<file path="src/rtl/rptr_part_pkg.sv">
package rptr_part_pkg;

   typedef enum logic {
      PS_CONNECTED = 1'b0,
      PS_ISOLATED  = 1'b1
   } part_state_e;

   typedef struct packed {
      logic rx;
      logic tx;
      logic coll;
   } port_act_t;

endpackage

</file>
<file path="src/rtl/rptr_coll_streak.sv">
// Counts consecutive carrier events that contain a collision.
module rptr_coll_streak #(
   parameter int COLL_LIMIT = 60
) (
   input  logic clk,
   input  logic rst,
   input  logic carrier_i,
   input  logic coll_i,
   input  logic clr_i,
   output logic trip_o
);
   localparam int SW = $clog2(COLL_LIMIT + 2);
   localparam logic [SW-1:0] SMAX  = '1;
   localparam logic [SW-1:0] SLIM  = SW'(COLL_LIMIT);

   logic          carrier_q;
   logic          seen_q;
   logic [SW-1:0] cnt_q;
   logic          evt_end;

   assign evt_end = carrier_q & ~carrier_i;
   assign trip_o  = evt_end & seen_q & (cnt_q >= SLIM);

   always_ff @(posedge clk) begin
      if (rst) begin
         carrier_q <= 1'b0;
         seen_q    <= 1'b0;
         cnt_q     <= '0;
      end else begin
         carrier_q <= carrier_i;
         if (evt_end)
            seen_q <= 1'b0;
         else if (coll_i)
            seen_q <= 1'b1;
         if (clr_i)
            cnt_q <= '0;
         else if (evt_end)
            cnt_q <= seen_q ? ((cnt_q == SMAX) ? SMAX : cnt_q + 1'b1) : '0;
      end
   end

   AST_STREAK_STEP: assert property (@(posedge clk) disable iff (rst)
      (cnt_q != $past(cnt_q)) |-> (cnt_q == '0 || cnt_q == $past(cnt_q) + 1'b1));
   AST_STREAK_NO_WRAP: assert property (@(posedge clk) disable iff (rst)
      (cnt_q == SMAX && !clr_i && !(evt_end && !seen_q)) |=> (cnt_q == SMAX));

endmodule

</file>
<file path="src/rtl/rptr_long_coll_timer.sv">
// Measures the length of the current collision in clock cycles.
module rptr_long_coll_timer #(
   parameter int LONG_COLL_CYC = 71900
) (
   input  logic clk,
   input  logic rst,
   input  logic coll_i,
   output logic trip_o
);
   localparam int TW = $clog2(LONG_COLL_CYC);
   localparam logic [TW-1:0] TLAST = TW'(LONG_COLL_CYC - 1);

   logic [TW-1:0] tmr_q;

   assign trip_o = coll_i & (tmr_q == TLAST);

   always_ff @(posedge clk) begin
      if (rst)
         tmr_q <= '0;
      else if (!coll_i)
         tmr_q <= '0;
      else if (tmr_q != TLAST)
         tmr_q <= tmr_q + 1'b1;
   end

   AST_TIMER_NEEDS_COLL: assert property (@(posedge clk) disable iff (rst)
      (tmr_q != '0) |-> $past(coll_i));

endmodule

</file>
<file path="src/rtl/rptr_reconnect_window.sv">
// Counts qualifying clean bit times while the port is isolated.
module rptr_reconnect_window #(
   parameter int RECON_BT = 500
) (
   input  logic clk,
   input  logic rst,
   input  logic part_i,
   input  logic qual_i,
   input  logic coll_i,
   input  logic tick_i,
   output logic done_o
);
   localparam int WW = $clog2(RECON_BT);
   localparam logic [WW-1:0] WLAST = WW'(RECON_BT - 1);

   logic [WW-1:0] win_q;
   logic          advance;

   assign advance = part_i & qual_i & ~coll_i;
   assign done_o  = advance & tick_i & (win_q == WLAST);

   always_ff @(posedge clk) begin
      if (rst)
         win_q <= '0;
      else if (!advance)
         win_q <= '0;
      else if (tick_i)
         win_q <= done_o ? '0 : win_q + 1'b1;
   end

   AST_WIN_ABORT: assert property (@(posedge clk) disable iff (rst)
      coll_i |=> (win_q == '0));
   AST_WIN_ONLY_ISOLATED: assert property (@(posedge clk) disable iff (rst)
      (win_q != '0) |-> part_i);

endmodule

</file>
<file path="src/rtl/rptr_autopart.sv">
module rptr_autopart #(
   parameter int COLL_LIMIT    = 60,
   parameter int LONG_COLL_CYC = 71900,
   parameter int RECON_BT      = 500,
   parameter int RECON_LO      = 450,
   parameter int RECON_HI      = 560
) (
   input  logic clk,
   input  logic rst,
   input  logic rx_act,
   input  logic tx_act,
   input  logic coll,
   input  logic bit_tick,
   input  logic alt_sel,
   output logic part_o,
   output logic part_evt_o
);
   import rptr_part_pkg::*;

   generate
      if (COLL_LIMIT < 1) begin : g_bad_limit
         $error("COLL_LIMIT must be at least 1");
      end
      if (LONG_COLL_CYC < 2) begin : g_bad_long
         $error("LONG_COLL_CYC must be at least 2");
      end
      if (RECON_BT < 2 || RECON_BT < RECON_LO || RECON_BT > RECON_HI) begin : g_bad_recon
         $error("RECON_BT must lie within RECON_LO..RECON_HI and be at least 2");
      end
   endgenerate

   port_act_t   act;
   part_state_e state_q;
   logic        evt_q;
   logic        carrier;
   logic        qual;
   logic        trip_streak;
   logic        trip_long;
   logic        recon_done;
   logic        isolated;

   always_comb begin
      act.rx   = rx_act;
      act.tx   = tx_act;
      act.coll = coll;
   end

   assign carrier  = act.rx | act.tx | act.coll;
   assign qual     = alt_sel ? act.tx : (act.rx | act.tx);
   assign isolated = (state_q == PS_ISOLATED);

   rptr_coll_streak #(.COLL_LIMIT(COLL_LIMIT)) i_streak (
      .clk       (clk),
      .rst       (rst),
      .carrier_i (carrier),
      .coll_i    (act.coll),
      .clr_i     (recon_done),
      .trip_o    (trip_streak)
   );

   rptr_long_coll_timer #(.LONG_COLL_CYC(LONG_COLL_CYC)) i_long (
      .clk    (clk),
      .rst    (rst),
      .coll_i (act.coll),
      .trip_o (trip_long)
   );

   rptr_reconnect_window #(.RECON_BT(RECON_BT)) i_window (
      .clk    (clk),
      .rst    (rst),
      .part_i (isolated),
      .qual_i (qual),
      .coll_i (act.coll),
      .tick_i (bit_tick),
      .done_o (recon_done)
   );

   always_ff @(posedge clk) begin
      if (rst) begin
         state_q <= PS_CONNECTED;
         evt_q   <= 1'b0;
      end else begin
         evt_q <= 1'b0;
         case (state_q)
            PS_CONNECTED: if (trip_streak || trip_long) begin
               state_q <= PS_ISOLATED;
               evt_q   <= 1'b1;
            end
            PS_ISOLATED: if (recon_done)
               state_q <= PS_CONNECTED;
            default: state_q <= PS_CONNECTED;
         endcase
      end
   end

   assign part_o     = isolated;
   assign part_evt_o = evt_q;

   AST_EVT_ON_ENTRY: assert property (@(posedge clk) disable iff (rst)
      $rose(isolated) |-> evt_q);
   AST_EVT_SINGLE: assert property (@(posedge clk) disable iff (rst)
      evt_q |=> !evt_q);
   AST_EVT_ONLY_ENTRY: assert property (@(posedge clk) disable iff (rst)
      evt_q |-> (isolated && !$past(isolated)));
   AST_ALT_RX_ONLY: assert property (@(posedge clk) disable iff (rst)
      (isolated && alt_sel && !tx_act) |=> isolated);

endmodule

</file>
<file path="config.mk">
export PLATFORM = sky130hd
export DESIGN_NAME = rptr_autopart
export DESIGN_NICKNAME = d
export VERILOG_FILES = /design/src/rtl/rptr_part_pkg.sv /design/src/rtl/rptr_coll_streak.sv /design/src/rtl/rptr_long_coll_timer.sv /design/src/rtl/rptr_reconnect_window.sv /design/src/rtl/rptr_autopart.sv
export SDC_FILE = /design/constraint.sdc
export NUM_CORES = 1
export LEC_CHECK = 0
export ABC_AREA = 1
export CAP_MARGIN = 20
export CORE_MARGIN = 8
export CORE_UTILIZATION = 45
export CTS_CLUSTER_SIZE = 28
export DETAILED_ROUTE_END_ITERATION = 8
export PLACE_DENSITY = 0.62
export SLEW_MARGIN = 20
export SYNTH_ARGS = -nofsm -noshare
export SYNTH_HDL_FRONTEND = slang
export SYNTH_SLANG_ARGS = --single-unit
</file>
<file path="constraint.sdc">
create_clock -name clk -period 1.85 [get_ports clk]
set_input_delay 0.37 -clock clk [delete_from_list [all_inputs] [get_ports clk]]
set_output_delay 0.37 -clock clk [all_outputs]
set_load 0.02 [all_outputs]
</file>
==> results of run 1 <==
## per-layer routing
metal | share of wire, % | up-vias | global-route usage, % | wire length [um]
met5 | 0 | - | 0 | 0
met4 | 1.5 | 0 | 5.89 | 55
li1 | - | 894 | - | -
met2 | 45 | 22 | 18.7 | 1620
met3 | 4.2 | 5 | 3.42 | 151
met1 | 49 | 716 | 14.9 | 1740
## power by group through the flow
stage | Clock (mW) | Sequential, mW | Combinational [mW]
global placement | 0 | 0.802 | 0.0603
global route | 0.629 | 0.785 | 0.0688
finish | 0.570 | 0.785 | 0.0609
CTS | 0.590 | 0.785 | 0.0615
detailed placement | 0 | 0.803 | 0.0609
floorplan | 0 | 0.802 | 0.0360
## cells in the final DEF (no fill, tap or decap), types with 3 or more instances in the layout
cell type / Yosys / layout
nor3_4: 4 / 4
nand4_1: 6 / 6
o21ai_0: 4 / 4
nand2_1: 55 / 55
ha_1: 3 / 3
inv_2: 8 / 8
dfxtp_1: 36 / 36
clkdlybuf4s50_1: 0 / 8
nor3_1: 5 / 5
nand3_1: 18 / 18
nand2_2: 10 / 10
xor2_1: 3 / 3
nor2_1: 33 / 33
a22oi_1: 4 / 4
clkbuf_8: 0 / 6
inv_1: 37 / 37
nor2_2: 6 / 6
o21ai_1: 7 / 7
a21oi_1: 13 / 13
## stage by stage
step / power [mW] / hold slack, ns
2_1_floorplan: 0.838 / 0.439
3_3_place_gp: 0.863 / 0.464
3_5_place_dp: 0.864 / 0.467
4_1_cts: 1.44 / 0.491
5_1_grt: 1.48 / 0.507
6_report: 1.42 / 0.482
## logic make-up after synthesis
group / after synthesis
compound gates: 33
fa+ha+maj: 3
flops: 36
xor+xnor: 4
simple gates: 145
buf+inv: 48
## sequential cells by signal (all words and copies together) (netlist names)
signal / flops
i_long.tmr_q: 17
i_streak.cnt_q: 6
i_streak.seen_q: 1
part_evt_o: 1
i_window.win_q: 9
i_streak.carrier_q: 1
part_o: 1
## synthesized netlist by cell type, types with 2 or more instances
library cell / n
ha_1: 3
clkinv_2: 2
nor2_1: 33
nand2_2: 10
nor3_1: 5
xor2_1: 3
a22oi_1: 4
nand2_1: 55
nor2_2: 6
o21ai_1: 7
inv_1: 37
nand4_1: 6
nand3_2: 2
a31oi_1: 2
nand3_1: 18
o21ai_0: 4
a21oi_1: 13
dfxtp_1: 36
inv_2: 8
nor2_4: 2
nor3_4: 4
## path summary, 6_finish.rpt
path,start,endpoint,slack (ns),cells after the start
min reg2reg,i_window.win_q[5],i_window.win_q[5],0.48,2
min,i_window.win_q[5],i_window.win_q[5],0.48,2
max reg2reg,i_long.tmr_q[0],i_long.tmr_q[8],0.44,8
max,part_o,part_o,0.19,1
## worst reg2reg max path, stage by stage (launching register included)
cell and delay [ns]:
dfxtp_1 0.40, ha_1 0.23, nand2_2 0.09, nor2_4 0.13, nand2_4 0.08, nor2_2 0.14
inv_1 0.07, o21ai_1 0.12, a21oi_1 0.05
## cell type report
type,instances,area (um2)
clock buffer,8,90.1
sequential,36,721
fill,407,1890
tap,50,62.6
inverter,47,179
timing repair buffer,9,87.6
multi-input combinational,185,998
==> results.py, run 1 <==
metrics = {
    "run_status": {
        "status": "complete, no violations",
    },
    "clock_network": {
        "clkSinkCount": 36,
        "cts.hold.buffers_added": 0,
        "clk_path_buf_depth": 2,
        "htree_levels": 2,
        "cts_tree": "yes",
        "cts_resized": 0,
        "clk_pin_slew_ns": 0.07,
        "numCtsBuffers": 5,
        "insertion_delay_ns": 0.28,
        "cts_setup_buffers": 0,
        "cts_root_buf": "clkbuf_8",
    },
    "drt": {
        "wire_per_inst_um": 10.7,
        "drt_iter0_markers": 65,
        "drc_errors": 0,
        "viasPerCell": 4.89,
        "dr.pass1.iters": 4,
        "routed_wirelength_um": 3570,
        "vias": 1637,
        "ant_nets": 0,
    },
    "power": {
        "seqPwrFrac_pct": 55.5,
        "p_switching_mw": 0.306,
        "intPower_mw": 1.11,
        "pwr-share-comb_pct": 4.3,
        "clkPwrFrac_pct": 40.2,
        "ir_drop_v": 0.000396,
        "swShare_pct": 21.7,
        "power_density_mw_per_mm2": 662,
        "p_leak_nw": 0.875,
    },
    "global_routing": {
        "grt_max_degree": 13,
        "grt_pass1_wl_um": 6270,
        "gr-total-overflow": 0,
        "grt_pass1_vias": 1473,
        "antenna_found_initial": 0,
        "gr-usage-all-layers_pct": 12.0,
    },
    "sta": {
        "worst_pin_slew_ns": 0.276,
        "fin_crit_sh_pct": 89.7,
        "rsz0062_at_grt": "no",
        "fin_ws_ns": 0.190,
        "tns_ns": 0,
        "max_freq_ghz": 0.603,
        "hold_viol": 0,
        "min_period_ns": 1.66,
        "maxSlewHeadroom_pct": 81.4,
        "skew_ns": 0.00551,
        "slew_viol_final": 0,
        "setup_viol": 0,
    },
    "placement": {
        "place.gp.congestion": 0.804,
        "place_inst": 327,
        "placed_area_mm2": 0.00205,
        "port_buffers": 8,
        "dp_slack_ns": 0.0415,
        "dp_hpwl_um": 2720,
    },
    "worst_setup_path": {
        "cp.required_ns": 1.48,
        "path_buf_inv": 1,
        "worstPathMaxFanout": 4,
        "crit_chain": "clkdlybuf4s50_1",
        "slowest_delay_ns": 0.63,
        "crit_arrival_ns": 1.29,
        "cp-end-kind": "output pin",
        "crit_slowest_cell": "clkdlybuf4s50_1",
        "worstSetupPathType": "register to output pin",
        "critPathLaunchType": "register",
        "cpLargestDelayFamily": "buffers and inverters",
    },
    "floorplanning": {
        "die_w_um": 81.1,
        "core.rowCount": 23,
        "die_h_um": 81.1,
        "coreArea_mm2": 0.00403,
        "start_util_pct": 47.3,
        "ioPinCount": 9,
        "dieArea_mm2": 0.00657,
    },
    "synthesis": {
        "synth.distinct_cells": 30,
        "synth.area.top_cells": "dfxtp_1 (38%), nand2_1 (11%), inv_1 (7.3%), nor2_1 (6.5%), nand3_1 (4.7%)",
        "synth_top_family_by_area": "simple AND/OR/NAND/NOR gates",
        "synth_compound_area_share_pct": 9.78,
        "synthArstFlopShare_pct": 0,
        "avgSynthCellArea_um2": 7.08,
        "synth_ff_type": "dfxtp_1",
        "yosys_warnings": 0,
        "ys_seq_area_share_pct": 37.8,
        "synth_area_leader_cell": "dfxtp_1",
        "synth_xor_area_share_pct": 1.84,
        "synthSimpleGateAreaFrac_pct": 38.8,
        "synthMuxAreaShare_pct": 0,
        "synthCells": 269,
        "ys_ff_latch": 36,
        "synth_fa_ha_area_share_pct": 1.97,
        "synth_area_mm2": 0.00191,
        "synth_nets": 279,
        "synth_top_area_share_pct": 37.8,
        "synth_edf_count": 0,
    },
    "layout": {
        "area_delta_synth_final_pct": 12.2,
        "design_area_mm2": 0.00214,
        "insertedDiodeCount": 0,
        "final_util_pct": 53.1,
        "drive_above_1_share_pct": 16.1,
        "stdcell_count": 335,
        "final_nets": 294,
    },
    "job": {
        "maxCapViolCount": 0,
    },
    "min_path": {
        "hold_path.class": "register to register",
    },
}
Note: power is estimated with default switching activity, not from simulation.
==> inputs of run 2 (changes only) <==
--- a/config.mk
+++ b/config.mk
@@ -9,9 +9,11 @@
 export CAP_MARGIN = 20
 export CORE_MARGIN = 8
 export CORE_UTILIZATION = 45
+export CTS_BUF_LIST = sky130_fd_sc_hd__clkbuf_16
 export CTS_CLUSTER_SIZE = 28
 export DETAILED_ROUTE_END_ITERATION = 8
 export PLACE_DENSITY = 0.62
+export RECOVER_POWER = 25
 export SLEW_MARGIN = 20
 export SYNTH_ARGS = -nofsm -noshare
 export SYNTH_HDL_FRONTEND = slang
==> results.py, run 2 (synthesis results as in run 1) <==
metrics = {
    "drt": {
        "viasPerCell": 4.87,
        "routed_wirelength_um": 3620,
        "dr.pass1.iters": 4,
        "ant_nets": 0,
        "drc_errors": 0,
        "drt_iter0_markers": 89,
        "wire_per_inst_um": 10.8,
        "vias": 1632,
    },
    "worst_setup_path": {
        "crit_slowest_cell": "clkdlybuf4s50_1",
        "worstPathMaxFanout": 4,
        "slowest_delay_ns": 0.63,
        "crit_arrival_ns": 1.28,
        "worstSetupPathType": "register to output pin",
        "cp-end-kind": "output pin",
        "path_buf_inv": 1,
        "critPathLaunchType": "register",
        "crit_chain": "clkdlybuf4s50_1",
        "cpLargestDelayFamily": "buffers and inverters",
        "cp.required_ns": 1.48,
    },
    "sta": {
        "skew_ns": 0.00295,
        "slew_viol_final": 0,
        "setup_viol": 0,
        "min_period_ns": 1.65,
        "hold_viol": 0,
        "fin_crit_sh_pct": 89.0,
        "maxSlewHeadroom_pct": 81.4,
        "worst_pin_slew_ns": 0.277,
        "tns_ns": 0,
        "rsz0062_at_grt": "no",
        "max_freq_ghz": 0.607,
    },
    "min_path": {
        "hold_path.class": "register to register",
    },
    "global_routing": {
        "gr-usage-all-layers_pct": 12.1,
        "grt_max_degree": 13,
        "gr-total-overflow": 0,
        "grt_pass1_vias": 1474,
        "grt_pass1_wl_um": 6320,
        "antenna_found_initial": 0,
    },
    "floorplanning": {
        "die_h_um": 81.1,
        "start_util_pct": 47.3,
        "coreArea_mm2": 0.00403,
        "ioPinCount": 9,
        "dieArea_mm2": 0.00657,
        "core.rowCount": 23,
        "die_w_um": 81.1,
    },
    "placement": {
        "port_buffers": 8,
        "place_inst": 327,
        "place.gp.congestion": 0.804,
        "dp_hpwl_um": 2720,
    },
    "layout": {
        "area_delta_synth_final_pct": 14.5,
        "stdcell_count": 335,
        "mostFrequentLayoutCells": "nand2_1 (55), inv_1 (40), dfxtp_1 (36), nor2_1 (33), nand3_1 (18)",
        "insertedDiodeCount": 0,
        "largest_register": "i_long.tmr_q",
        "final_nets": 294,
        "largest_register_ffs": 17,
        "drive_above_1_share_pct": 15.4,
        "largestRegisters": "i_long.tmr_q x17, i_window.win_q x9, i_streak.cnt_q x6",
        "final_common_cell": "nand2_1",
    },
    "power": {
        "p_leak_nw": 0.904,
        "power_density_mw_per_mm2": 740,
        "ir_drop_v": 0.000464,
    },
    "clock_network": {
        "insertion_delay_ns": 0.27,
        "cts_root_buf": "clkbuf_16",
        "clkSinkCount": 36,
        "clk_path_buf_depth": 2,
        "numCtsBuffers": 5,
        "cts_setup_buffers": 0,
        "clk_pin_slew_ns": 0.05,
        "cts_tree": "yes",
        "htree_levels": 2,
        "cts.hold.buffers_added": 0,
        "cts_resized": 0,
    },
    "run_status": {
        "status": "complete, no violations",
    },
    "job": {
        "maxCapViolCount": 0,
    },
}
-- run 2: cell count changes in the layout (fill, tap and decap cells not counted), sizes merged --
cell and delta:
inv +2, clkbuf -2, dlygate4sd3 +2, buf -1, clkinv +1, clkdlybuf4s50 -2
-- run 2: report_power, final --
group          switching, mW  total, mW  leakage [nW]  internal, mW
registers            0.00461      0.786         0.291         0.782
logic                 0.0355     0.0586         0.539        0.0231
clock network          0.286      0.769        0.0738         0.483
-- run 2: layout make-up --
class | instances | area, um2
Timing Repair Buffer | 9 | 85.1
Clock inverter | 3 | 11.3
Fill cell | 403 | 1850
Tap cell | 50 | 62.6
Clock buffer | 5 | 125
Sequential cell | 36 | 721
Multi-Input combinational cell | 185 | 998
Inverter | 47 | 179
-- run 2: final timing paths --
| check | cells after the start | start | slack (ns) | end |
|---|---|---|---|---|
| hold reg to reg | 2 | i_window.win_q[5] | 0.48 | i_window.win_q[5] |
| setup / recovery | 1 | part_o | 0.20 | part_o |
| setup reg to reg | 8 | i_long.tmr_q[0] | 0.45 | i_long.tmr_q[8] |
| hold / removal | 2 | i_window.win_q[5] | 0.48 | i_window.win_q[5] |
-- run 2: metrics by stage --
| stage | hold WS [ns] | cell area (um2) | total power [mW] | utilization (%) | setup WS (ns) |
|---|---|---|---|---|---|
| global route | 0.504 | 2180 | 1.68 | 54.2 | 0.0898 |
| global placement | 0.464 | 2050 | 0.863 | 50.8 | 0.0569 |
| floorplan | 0.439 | 1910 | 0.838 | - | 0.593 |
| CTS | 0.488 | 2180 | 1.64 | 54.2 | 0.186 |
| finish | 0.482 | 2180 | 1.61 | 54.2 | 0.203 |
| detailed placement | 0.467 | 2050 | 0.864 | 50.8 | 0.0415 |
-- run 2: worst min-delay path: stages (launching register included) --
cell,delay (ns)
dfxtp_1,0.32
inv_1,0.06
a21oi_1,0.06
-- run 2: layer usage --
metal,vias to the layer above,share of wire (%),wire [um],GRT usage [%]
met5,-,0,0,0
met4,0,1.7,61,5.89
met3,6,4.9,178,3.42
met2,22,46,1680,19.0
met1,706,47,1710,15.0
li1,898,-,-,-
==> inputs of run 3 (changes only) <==
--- a/config.mk
+++ b/config.mk
@@ -7,12 +7,14 @@
 export LEC_CHECK = 0
 export ABC_AREA = 1
 export CAP_MARGIN = 20
+export CELL_PAD_IN_SITES_DETAIL_PLACEMENT = 1
+export CELL_PAD_IN_SITES_GLOBAL_PLACEMENT = 2
 export CORE_MARGIN = 8
-export CORE_UTILIZATION = 45
+export CORE_UTILIZATION = 31
 export CTS_BUF_LIST = sky130_fd_sc_hd__clkbuf_16
 export CTS_CLUSTER_SIZE = 28
 export DETAILED_ROUTE_END_ITERATION = 8
-export PLACE_DENSITY = 0.62
+export PLACE_DENSITY = 0.75
 export RECOVER_POWER = 25
 export SLEW_MARGIN = 20
 export SYNTH_ARGS = -nofsm -noshare
==> constraint.sdc (replaced) <==
create_clock -name clk -period 1.5 [get_ports clk]
set_input_delay 0.3 -clock clk [delete_from_list [all_inputs] [get_ports clk]]
set_output_delay 0.3 -clock clk [all_outputs]
set_load 0.02 [all_outputs]
==> results.py, run 3 (synthesis results as in run 1) <==
metrics = {
    "sta": {
        "max_freq_ghz": 0.728,
        "worst_pin_slew_ns": 0.273,
        "rsz0062_at_grt": "no",
        "skew_ns": 0.00903,
        "timing.hold.ws_ns": 0.477,
        "fin_crit_sh_pct": 91.6,
        "setup_viol": 0,
        "min_period_ns": 1.37,
        "slew_viol_final": 0,
        "maxSlewHeadroom_pct": 81.7,
        "hold_viol": 0,
    },
    "floorplanning": {
        "core.rowCount": 28,
        "die_h_um": 94.4,
        "die_w_um": 94.4,
        "ioPinCount": 9,
        "start_util_pct": 32.2,
        "coreArea_mm2": 0.00592,
        "dieArea_mm2": 0.00891,
    },
    "worst_setup_path": {
        "worstSetupPathType": "primary input to register",
        "slowest_delay_ns": 0.57,
        "critPathLaunchType": "primary input",
        "reg2reg_to": "i_long.tmr_q[8]",
        "cp-end-kind": "register",
        "r2r_cells": 8,
        "cpLargestDelayFamily": "buffers and inverters",
        "crit_chain": "clkdlybuf4s50_1 > nand2_2 > buf_4 > nor3_4 > nand2_1 > nor2_1 > nor3_2",
        "cp.required_ns": 1.67,
        "crit_arrival_ns": 1.55,
        "crit_path_start": "bit_tick",
        "path_buf_inv": 2,
        "cp.depth": 7,
        "r2r_start": "i_long.tmr_q[0]",
        "crit_end": "i_window.win_q[8]",
        "worstPathMaxFanout": 5,
        "crit_slowest_cell": "clkdlybuf4s50_1",
        "rrSetupSlack_ns": 0.16,
    },
    "power": {
        "totalPowerFinal_mw": 2.06,
        "clkPwrFrac_pct": 48.4,
        "intPower_mw": 1.61,
        "pwr-share-comb_pct": 4.6,
        "p_leak_nw": 0.965,
        "ir_drop_v": 0.000395,
        "swShare_pct": 21.8,
        "p_switching_mw": 0.449,
        "power_density_mw_per_mm2": 886,
        "seqPwrFrac_pct": 47.0,
    },
    "layout": {
        "insertedDiodeCount": 0,
        "largestRegisters": "i_long.tmr_q x17, i_window.win_q x9, i_streak.cnt_q x6",
        "final_nets": 309,
        "drive_above_1_share_pct": 21.0,
        "largest_register_ffs": 17,
        "area_delta_synth_final_pct": 22.1,
        "final_common_cell": "nand2_1",
        "mostFrequentLayoutCells": "nand2_1 (55), inv_1 (37), dfxtp_1 (35), nor2_1 (34), nand3_1 (18)",
        "largest_register": "i_long.tmr_q",
        "fillers": 760,
    },
    "global_routing": {
        "antenna_found_initial": 0,
        "gr-usage-all-layers_pct": 11.4,
        "grt_pass1_vias": 1778,
        "gr-total-overflow": 0,
        "grt_pass1_wl_um": 7990,
        "grt_max_degree": 12,
    },
    "clock_network": {
        "insertion_delay_ns": 0.28,
        "cts_setup_buffers": 0,
        "htree_levels": 2,
        "clkSinkCount": 36,
        "clk_path_buf_depth": 2,
        "cts.hold.buffers_added": 0,
        "cts_tree": "yes",
        "cts_resized": 1,
        "numCtsBuffers": 5,
        "clk_pin_slew_ns": 0.06,
        "cts_root_buf": "clkbuf_16",
    },
    "drt": {
        "drt_iter0_markers": 19,
        "wire_per_inst_um": 11.9,
        "viasPerCell": 4.60,
        "met2_length_um": 2150,
        "dr.pass1.iters": 3,
        "ant_nets": 0,
        "routed_wirelength_um": 4460,
        "top_layer_used": "met4",
        "wl_met3_um": 128,
        "met1_length_um": 2130,
        "drc_errors": 0,
        "vias": 1726,
    },
    "min_path": {
        "hold_path.class": "register to register",
        "hold_path_startpoint": "i_window.win_q[5]",
    },
    "run_status": {
        "status": "complete, no violations",
    },
    "placement": {
        "port_buffers": 8,
        "dp_hpwl_um": 3630,
        "place.gp.congestion": 0.697,
    },
    "job": {
        "maxCapViolCount": 0,
    },
}
==> run 3: cell types whose count changed in the layout (fill, tap and decap cells not counted), moves of 2 or more <==
cell and delta:
buf_4 +15, o21ai_1 +2, o21ai_0 -2, dlygate4sd3_1 -2, inv_1 -3
==> run 3: worst min-delay path, stage by stage, from the launching register on <==
cell and delay, ns:
dfxtp_1 0.33, inv_1 0.05, a21oi_1 0.05
==> run 3: power groups by stage <==
stage,sequential (mW),combinational [mW],clock [mW]
after global routing,0.969,0.108,1.06
after global placement,0.989,0.0938,0
after floorplan,0.989,0.0444,0
after CTS,0.968,0.0970,1.04
final,0.969,0.0952,0.997
after detailed placement,0.989,0.0963,0
==> run 3: cell type report <==
cell class | instances | area, um2 | share of cell area, %
Clock buffer | 5 | 125 | 5.38
Clock inverter | 3 | 13.8 | 0.591
Inverter | 47 | 179 | 7.69
Multi-Input combinational cell | 185 | 1000 | 43.1
Sequential cell | 36 | 722 | 31.0
Tap cell | 75 | 93.8 | 4.03
Timing Repair Buffer | 24 | 190 | 8.17
==> run 3: per-layer routing <==
layer  up-vias  track usage [%]
li1        914                -
met1       793             13.6
met2        12             19.1
met3         7             3.02
met4         0             3.96
met5         -                0
==> run 3: worst min-delay path by stage <==
stage	endpoint	slack, ns	cells past startpoint
after floorplan	i_streak.carrier_q	0.37	1
after global placement	i_window.win_q[5]	0.47	2
after detailed placement	i_window.win_q[5]	0.47	2
after CTS	i_window.win_q[5]	0.48	2
after global routing	i_window.win_q[5]	0.50	2
final	i_window.win_q[5]	0.48	2
==> run 3: per-stage QoR <==
step	TNS (ns)	instances	util, %	setup WS [ns]	cell area [um2]
2_1_floorplan	0	269	-	0.243	1910
3_3_place_gp	-2.47	367	37.0	-0.184	2190
3_5_place_dp	-2.89	367	37.0	-0.196	2190
4_1_cts	0	375	39.3	0.0149	2330
5_1_grt	0	375	39.3	0.0121	2330
6_report	0	375	39.3	0.126	2330
